**config.mk**
```make
export PLATFORM = sky130hd
export DESIGN_NAME = cke_powerup_seq
export DESIGN_NICKNAME = d
export VERILOG_FILES = /design/src/rtl/cke_seq_pkg.sv /design/src/rtl/cke_cfg_capture.sv /design/src/rtl/cke_delay_counter.sv /design/src/rtl/cke_bl_decoder.sv /design/src/rtl/cke_powerup_seq.sv
export SDC_FILE = /design/constraint.sdc
export NUM_CORES = 1
export LEC_CHECK = 0
export CORE_ASPECT_RATIO = 1.25
export CORE_MARGIN = 4
export CORE_UTILIZATION = 40
export DETAILED_ROUTE_END_ITERATION = 7
export GPL_ROUTABILITY_DRIVEN = 0
export HOLD_SLACK_MARGIN = 0.12
export SLEW_MARGIN = 0
export SYNTH_ARGS = -nofsm -noshare
export SYNTH_HDL_FRONTEND = slang
export SYNTH_SLANG_ARGS = --single-unit
```
**constraint.sdc**
```tcl
create_clock -name clk -period 4 [get_ports clk]
set_clock_uncertainty 0.05 [all_clocks]
set_input_delay 0.4 -clock clk [delete_from_list [all_inputs] [get_ports clk]]
set_output_delay 0.4 -clock clk [all_outputs]
set_load 0.1 [all_outputs]
```
**src/rtl/cke_seq_pkg.sv**
```systemverilog
package cke_seq_pkg;
  localparam int CODE_W = 4;
  localparam int BL_W   = 5;

  typedef enum logic [1:0] {
    ST_IDLE,
    ST_PRE,
    ST_POST,
    ST_DONE
  } seq_state_t;

  // legal burst codes map to 4, 8 or 16; anything else yields 0
  function automatic logic [BL_W-1:0] bl_decode(input logic [CODE_W-1:0] code);
    case (code)
      4'b0010: return 5'd4;
      4'b0100: return 5'd8;
      4'b1000: return 5'd16;
      default: return '0;
    endcase
  endfunction
endpackage

```
**src/rtl/cke_cfg_capture.sv**
```systemverilog
module cke_cfg_capture #(
  parameter int DLY_W = 10,
  parameter int CODE_W = 4,
  parameter logic [DLY_W-1:0] PRE_DEF = 3,
  parameter logic [DLY_W-1:0] POST_DEF = 2,
  parameter logic [CODE_W-1:0] CODE_DEF = 4'b0100
) (
  input  logic              clk,
  input  logic              rst,
  input  logic              capture,
  input  logic [DLY_W-1:0]  pre_in,
  input  logic [DLY_W-1:0]  post_in,
  input  logic [CODE_W-1:0] code_in,
  output logic [DLY_W-1:0]  pre_q,
  output logic [DLY_W-1:0]  post_q,
  output logic [CODE_W-1:0] code_q
);
  always_ff @(posedge clk) begin
    if (rst) begin
      pre_q  <= PRE_DEF;
      post_q <= POST_DEF;
      code_q <= CODE_DEF;
    end else if (capture) begin
      pre_q  <= pre_in;
      post_q <= post_in;
      code_q <= code_in;
    end
  end
endmodule

```
**src/rtl/cke_delay_counter.sv**
```systemverilog
module cke_delay_counter #(
  parameter int UNITS_W = 10,
  parameter int UNIT_LOG2 = 10
) (
  input  logic               clk,
  input  logic               rst,
  input  logic               clr,
  input  logic               load,
  input  logic [UNITS_W-1:0] units,
  input  logic               run,
  output logic               zero
);
  localparam int CNT_W = UNITS_W + UNIT_LOG2;

  logic [CNT_W-1:0] rem;
  logic [CNT_W-1:0] load_val;

  // phase length is units*2^UNIT_LOG2 cycles, minimum one cycle
  always_comb begin
    if (units == '0)
      load_val = '0;
    else
      load_val = {units, {UNIT_LOG2{1'b0}}} - {{(CNT_W-1){1'b0}}, 1'b1};
  end

  always_ff @(posedge clk) begin
    if (rst || clr)
      rem <= '0;
    else if (load)
      rem <= load_val;
    else if (run && (rem != '0))
      rem <= rem - {{(CNT_W-1){1'b0}}, 1'b1};
  end

  assign zero = (rem == '0);
endmodule

```
**src/rtl/cke_bl_decoder.sv**
```systemverilog
module cke_bl_decoder
  import cke_seq_pkg::*;
(
  input  logic [CODE_W-1:0] code,
  output logic [BL_W-1:0]   bl,
  output logic              legal
);
  always_comb begin
    bl    = bl_decode(code);
    legal = (bl != '0);
  end
endmodule

```
**src/rtl/cke_powerup_seq.sv**
```systemverilog
module cke_powerup_seq
  import cke_seq_pkg::*;
#(
  parameter int DLY_W = 10,
  parameter int UNIT_LOG2 = 10,
  parameter logic [DLY_W-1:0] PRE_DEF = 3,
  parameter logic [DLY_W-1:0] POST_DEF = 2,
  parameter logic [3:0] BL_CODE_DEF = 4'b0100
) (
  input  logic             clk,
  input  logic             rst,
  input  logic             sw_rst,
  input  logic [DLY_W-1:0] cfg_pre_units,
  input  logic [DLY_W-1:0] cfg_post_units,
  input  logic [3:0]       cfg_bl_code,
  output logic             cke,
  output logic             init_start,
  output logic             init_done,
  output logic             config_error,
  output logic [4:0]       burst_len
);
  localparam logic [BL_W-1:0] BL_RST = bl_decode(BL_CODE_DEF);

  seq_state_t        state;
  logic              armed;
  logic              go;
  logic              capture;
  logic [DLY_W-1:0]  pre_q, post_q;
  logic [CODE_W-1:0] code_q;
  logic [DLY_W-1:0]  eff_pre;
  logic [CODE_W-1:0] eff_code;
  logic [BL_W-1:0]   dec_bl;
  logic              dec_legal;
  logic              cnt_load, cnt_run, cnt_zero;
  logic [DLY_W-1:0]  cnt_units;

  // leaving idle; a preceding software reset arms a fresh sample
  assign go      = (state == ST_IDLE) && !sw_rst;
  assign capture = go && armed;

  cke_cfg_capture #(
    .DLY_W(DLY_W), .CODE_W(CODE_W),
    .PRE_DEF(PRE_DEF), .POST_DEF(POST_DEF), .CODE_DEF(BL_CODE_DEF)
  ) u_cfg (
    .clk(clk), .rst(rst), .capture(capture),
    .pre_in(cfg_pre_units), .post_in(cfg_post_units), .code_in(cfg_bl_code),
    .pre_q(pre_q), .post_q(post_q), .code_q(code_q)
  );

  assign eff_pre  = capture ? cfg_pre_units : pre_q;
  assign eff_code = capture ? cfg_bl_code : code_q;

  cke_bl_decoder u_dec (
    .code(eff_code), .bl(dec_bl), .legal(dec_legal)
  );

  always_comb begin
    cnt_load  = 1'b0;
    cnt_units = eff_pre;
    if (go) begin
      cnt_load = 1'b1;
    end else if (state == ST_PRE && cnt_zero && !sw_rst) begin
      cnt_load  = 1'b1;
      cnt_units = post_q;
    end
  end

  assign cnt_run = (state == ST_PRE) || (state == ST_POST);

  cke_delay_counter #(
    .UNITS_W(DLY_W), .UNIT_LOG2(UNIT_LOG2)
  ) u_cnt (
    .clk(clk), .rst(rst), .clr(sw_rst),
    .load(cnt_load), .units(cnt_units), .run(cnt_run), .zero(cnt_zero)
  );

  always_ff @(posedge clk) begin
    if (rst) begin
      state        <= ST_IDLE;
      armed        <= 1'b0;
      cke          <= 1'b0;
      init_start   <= 1'b0;
      init_done    <= 1'b0;
      config_error <= 1'b0;
      burst_len    <= BL_RST;
    end else if (sw_rst) begin
      state        <= ST_IDLE;
      armed        <= 1'b1;
      cke          <= 1'b0;
      init_start   <= 1'b0;
      init_done    <= 1'b0;
      config_error <= 1'b0;
    end else begin
      case (state)
        ST_IDLE: begin
          state        <= ST_PRE;
          armed        <= 1'b0;
          burst_len    <= dec_bl;
          config_error <= !dec_legal;
        end
        ST_PRE: begin
          if (cnt_zero) begin
            state <= ST_POST;
            cke   <= 1'b1;
          end
        end
        ST_POST: begin
          // an illegal code parks the sequence here
          if (cnt_zero && !config_error) begin
            state      <= ST_DONE;
            init_start <= 1'b1;
          end
        end
        ST_DONE: begin
          init_start <= 1'b0;
          init_done  <= 1'b1;
        end
        default: state <= ST_IDLE;
      endcase
    end
  end
endmodule

```
==> impl_metrics.json, run 1 <==
{
  "syn_area_mm2": 0.00341,
  "power_density_mw_per_mm2": 375,
  "io_pins": 36,
  "cap_viol_max_count": 0,
  "cts.reportedPaths.clkPinSlew_ns": 0.12,
  "wirelength_mm": 8.93,
  "syn_area_per_cell_um2": 7.99,
  "crit_path_end_kind": "register",
  "synth_edf_count": 0,
  "netlist_instances": 427,
  "worst_pin_slew_ns": 1.04,
  "hold_viol": 0,
  "num_rows": 37,
  "antenna_left": 0,
  "crit_fanout": 21,
  "drive_gt1_share_pct": 10.5,
  "clk-insertion-delay-late_ns": 0.32,
  "max_slew_margin_pct": 30.1,
  "setup_viol": 0,
  "post_cts_resized": 0,
  "crit_arrival_ns": 3.83,
  "synthArstFlopShare_pct": 0,
  "rsz0062_at_grt": "yes",
  "start_util_pct": 41.2,
  "cts_tree": "done",
  "avgRoutedWirePerCell_um": 16.1,
  "status": "finished, final reports clean",
  "mostFrequentLayoutCells": "dfxtp_1 (54), nand2_1 (53), nor2_1 (40)",
  "post-cts-setup-buffers": 0,
  "fp.dieH_um": 111,
  "holdPathStages": 2,
  "numPortBuffers": 33,
  "worst_ir_drop_vdd_mv": 0.142,
  "die_x_um": 90.6,
  "diodes": 0,
  "nNetsFinal": 491,
  "clockRootBuffer": "clkbuf_8",
  "clkSinkCount": 54,
  "regArea_mm2": 0.00108,
  "power_frac_seq_pct": 41.3,
  "worst-r2r-setup-slack_ns": 0.35,
  "timing_max_transition_violations_final": 0,
  "crit_path_start_kind": "register",
  "track_usage_pct": 18.0,
  "combPwrFrac_pct": 35.6,
  "min_path_type": "reg -> reg",
  "netlist_top_cells_area": "dfxtp_1 (32%), nand2_1 (5.9%), a21oi_1 (5.1%), nor2_1 (4.4%), ha_1 (2.9%)",
  "cts-hold-fix-buffers": 0,
  "post-dp-hpwl_mm": 6.66,
  "firstDrtPassIters": 4,
  "place_ws_ns": 0.138,
  "final_common_cell": "dfxtp_1",
  "via_per_inst": 5.79,
  "globalRouteOverflowTotal": 0,
  "cts_buffer_depth": 2,
  "finalCritPeriodShare_pct": 91.3,
  "power_frac_clock_pct": 23.1,
  "nFillCells": 830,
  "core_mm2": 0.00829,
  "p_sw_uw": 574,
  "period_minus_slack_ns": 3.65,
  "ys_types": 69,
  "antenna_found_initial": 0,
  "p_leak_nw": 1.45,
  "yosys_warnings": 0,
  "die_area_mm2": 0.0101,
  "drc_errors": 0,
  "ys_seq_area_share_pct": 31.7,
  "path_class": "reg -> reg",
  "vias": 3209,
  "crit_required_ns": 4.18,
  "yosysTopAreaCellShare_pct": 31.7,
  "fin_ws_ns": 0.350,
  "yosys.area.top_type": "dfxtp_1",
  "synth-main-ff-cell": "dfxtp_1",
  "r2r_cells": 13,
  "intPower_uw": 903,
  "area_delta_synth_final_pct": 15.3,
  "htree_levels": 2,
  "power_mw": 1.48,
  "grt_pass1_wl_mm": 15.1,
  "grt_max_degree": 29,
  "synth_seq_cells": 54,
  "swShare_pct": 38.9,
  "grt_pass1_vias": 3105,
  "drt_iter0_drc": 145,
  "max_freq_mhz": 274,
  "cts_buffers": 5,
  "multiInputGateArea_mm2": 0.00216
}
-- power by group through the flow --
stage | logic, mW | registers, mW | clock network, mW
after global placement | 0.517 | 0.621 | 0
after detailed placement | 0.521 | 0.622 | 0
after CTS | 0.524 | 0.609 | 0.351
final | 0.525 | 0.610 | 0.341
after floorplan | 0.373 | 0.632 | 0
after global routing | 0.579 | 0.616 | 0.365
-- area by class of cell --
type	instances	share of cell area, %
Clock buffer	5	1.75
Clock inverter	3	0.732
Inverter	13	1.24
Multi-Input combinational cell	336	54.8
Sequential cell	54	27.5
Tap cell	97	3.09
Timing Repair Buffer	46	10.9
-- sequential cells by signal, summed over array words and instances, names as in the netlist, 2 cells and up --
register and cells:
burst_len 3, state 2, u_cfg.code_q 4, u_cfg.post_q 10
u_cfg.pre_q 10, u_cnt.rem 20
-- metal layers --
layer	routed length [um]	vias up	part of all wire (%)	track usage, %
li1	-	1608	-	-
met1	3950	1521	44	22.7
met2	4420	67	49	30.7
met3	342	13	3.8	2.58
met4	227	0	2.5	6.64
met5	0	-	0	0
-- stage by stage --
| stage | setup TNS (ns) | instances | util, % | hold slack [ns] | instance area, um2 |
|---|---|---|---|---|---|
| final | 0 | 554 | 47.5 | 0.418 | 3930 |
| after global routing | -0.00271 | 554 | 47.5 | 0.434 | 3930 |
| after CTS | 0 | 554 | 47.4 | 0.422 | 3930 |
| after detailed placement | 0 | 546 | 46.3 | 0.403 | 3830 |
| after global placement | 0 | 546 | 46.3 | 0.393 | 3830 |
| after floorplan | 0 | 428 | - | 0.394 | 3410 |
-- worst paths after layout --
| path | from | to |
|---|---|---|
| max | state[0]$_SDFFE_PP0P_ | u_cnt.rem[12]$_SDFFE_PP0P_ |
| min | burst_len[2]$_SDFFE_PP0N_ | burst_len[2]$_SDFFE_PP0N_ |
| max reg2reg | state[0]$_SDFFE_PP0P_ | u_cnt.rem[12]$_SDFFE_PP0P_ |
| min reg2reg | burst_len[2]$_SDFFE_PP0N_ | burst_len[2]$_SDFFE_PP0N_ |
-- cells by family (layout without fill, tap and decap cells) --
logic type,count (synthesis),in the layout,share of synthesized area [%]
adder cells (fa/ha/maj),8,8,2.93
flip-flops,54,54,31.7
multiplexers,10,10,2.97
XOR/XNOR,17,17,4.37
buffers and inverters,38,67,5.25
AO/OA/AOI/OAI,118,118,23.7
AND/OR/NAND/NOR,181,181,29.0
other,1,2,0.110
-- critical path: stages, from the launching register on --
cell	delay, ns
dfxtp_1	0.42
inv_1	0.09
ha_1	0.31
nor3b_1	0.22
nand4_1	0.14
or2_1	0.29
mux2i_1	0.22
ha_1	0.21
or4b_1	0.54
nor3_2	0.26
nor3b_2	0.28
a211oi_4	0.17
nor2b_1	0.21
o21a_1	0.16
-- synthesized netlist by cell type, types with 5 or more instances --
cell / number
a21oi_1: 35
nand3_1: 8
nor3_2: 6
buf_2: 5
xnor2_1: 11
a31oi_1: 6
or4_1: 5
clkbuf_1: 12
dfxtp_1: 54
o21ai_0: 16
nand2_1: 54
o21ai_1: 7
a21oi_2: 5
nor4_1: 11
ha_1: 8
nor3_1: 16
mux2i_1: 9
xor2_1: 6
nor2_1: 40
inv_1: 13
(Power assumes the default switching activity.)
==> inputs of run 2 (changes only) <==
--- a/config.mk
+++ b/config.mk
@@ -10,7 +10,8 @@
 export CORE_UTILIZATION = 40
 export DETAILED_ROUTE_END_ITERATION = 7
 export GPL_ROUTABILITY_DRIVEN = 0
-export HOLD_SLACK_MARGIN = 0.12
+export HOLD_SLACK_MARGIN = 0.1
+export PLACE_DENSITY = 0.69
 export SLEW_MARGIN = 0
 export SYNTH_ARGS = -nofsm -noshare
 export SYNTH_HDL_FRONTEND = slang
==> impl_metrics.json, run 2 (same netlist as run 1, synthesis figures left out) <==
{
  "crit_path_end_kind": "register",
  "cts_tree": "done",
  "crit_required_ns": 4.15,
  "antenna_found_initial": 0,
  "area_delta_synth_final_pct": 14.8,
  "crit_fanout": 21,
  "hold_viol": 0,
  "cts_buffers": 5,
  "finalSetupTns_ns": 0,
  "post-cts-setup-buffers": 0,
  "largest_reg_flops": 20,
  "die_x_um": 90.6,
  "drc_errors": 0,
  "finalCritPeriodShare_pct": 90.1,
  "drt_iter0_drc": 202,
  "hold-worst-slack_ns": 0.416,
  "p_sw_uw": 560,
  "final_common_cell": "dfxtp_1",
  "nFillCells": 825,
  "track_usage_pct": 17.3,
  "combPwrFrac_pct": 35.7,
  "power_density_mw_per_mm2": 371,
  "crit_path_start_kind": "register",
  "reg_top3": "u_cnt.rem: 20 flops, u_cfg.post_q: 10 flops, u_cfg.pre_q: 10 flops",
  "start_util_pct": 41.2,
  "power_frac_seq_pct": 41.9,
  "globalRouteOverflowTotal": 0,
  "p_leak_nw": 1.43,
  "drive_gt1_share_pct": 10.1,
  "path_class": "reg -> reg",
  "nNetsFinal": 489,
  "core_mm2": 0.00829,
  "rsz0062_at_grt": "no",
  "clkSinkCount": 54,
  "cap_viol_max_count": 0,
  "timing_max_transition_violations_final": 0,
  "setup_viol": 0,
  "worst_pin_slew_ns": 1.02,
  "post-dp-hpwl_mm": 6.41,
  "mostFrequentLayoutCells": "dfxtp_1 (54), nand2_1 (53), nor2_1 (40)",
  "diodes": 0,
  "via_per_inst": 5.90,
  "cts-hold-fix-buffers": 0,
  "clockRootBuffer": "clkbuf_8",
  "max_freq_mhz": 278,
  "power_frac_clock_pct": 22.4,
  "largest_register": "u_cnt.rem",
  "grt_pass1_wl_mm": 14.6,
  "antenna_left": 0,
  "cts.reportedPaths.clkPinSlew_ns": 0.11,
  "multiInputGateArea_mm2": 0.00216,
  "worst_ir_drop_vdd_mv": 0.205,
  "htree_levels": 2,
  "avgRoutedWirePerCell_um": 15.5,
  "intPower_uw": 893,
  "crit_arrival_ns": 3.75,
  "swShare_pct": 38.5,
  "fp.dieH_um": 111,
  "min_path_type": "reg -> reg",
  "numPortBuffers": 33,
  "grt_max_degree": 31,
  "num_rows": 37,
  "io_pins": 36,
  "regArea_mm2": 0.00108,
  "fin_ws_ns": 0.397,
  "vias": 3257,
  "grt_pass1_vias": 3189,
  "firstDrtPassIters": 5,
  "clk-insertion-delay-late_ns": 0.32,
  "place_ws_ns": 0.178,
  "period_minus_slack_ns": 3.60,
  "status": "finished, final reports clean",
  "wirelength_mm": 8.57,
  "cts_buffer_depth": 2,
  "die_area_mm2": 0.0101,
  "post_cts_resized": 0,
  "max_slew_margin_pct": 31.6
}
[run 2: cell count changes in the layout (fill, tap and decap cells not counted), sizes merged]
cell,delta
buf,-2
clkinvlp,+1
clkinv,-1
[run 2: critical path, stage by stage, from the launching register on]
cell	delay, ns
dfxtp_1	0.42
inv_1	0.08
ha_1	0.30
nor3b_1	0.22
nand4_1	0.14
or2_1	0.30
mux2i_1	0.22
ha_1	0.21
or4b_1	0.54
nor3_2	0.24
nor3b_2	0.27
a211oi_4	0.17
a221oi_2	0.27
nor3_2	0.07
[run 2: per-stage QoR]
stage          area (um2)  power (mW)  util [%]  cells
2_1_floorplan        3410        1.00         -    428
3_3_place_gp         3820        1.12      46.1    544
3_5_place_dp         3820        1.13      46.1    544
4_1_cts              3910        1.46      47.2    552
5_1_grt              3920        1.55      47.2    552
6_report             3920        1.45      47.2    552
[run 2: final timing paths]
kind | start | endpoint | slack, ns | cells past startpoint
worst max-delay path | state[0]$_SDFFE_PP0P_ | u_cnt.rem[9]$_SDFFE_PP0P_ | 0.40 | 13
worst min-delay path | burst_len[2]$_SDFFE_PP0N_ | burst_len[2]$_SDFFE_PP0N_ | 0.42 | 2
worst max register to register | state[0]$_SDFFE_PP0P_ | u_cnt.rem[9]$_SDFFE_PP0P_ | 0.40 | 13
worst min register to register | burst_len[2]$_SDFFE_PP0N_ | burst_len[2]$_SDFFE_PP0N_ | 0.42 | 2
[run 2: layout make-up]
type	instances	share of cell area, %
flip-flops and latches	54	27.6
well taps	97	3.10
inverters	13	1.25
repair buffers	44	10.5
multi-input cells	336	55.1
clock inverters	3	0.639
clock buffers	5	1.76
[run 2: power groups by stage]
stage / Sequential, mW / Combinational (mW) / Clock (mW)
after floorplan: 0.632 / 0.373 / 0
after global placement: 0.619 / 0.503 / 0
after detailed placement: 0.621 / 0.512 / 0
after CTS: 0.609 / 0.516 / 0.339
after global routing: 0.616 / 0.570 / 0.360
final: 0.609 / 0.519 / 0.325
[run 2: per-layer routing]
metal  GRT usage, %  vias up  wire, um
met5              0        -         0
met4           8.78        0       352
met3           2.58       29       363
met2           30.1      102      4190
met1           20.3     1513      3660
li1               -     1613         -
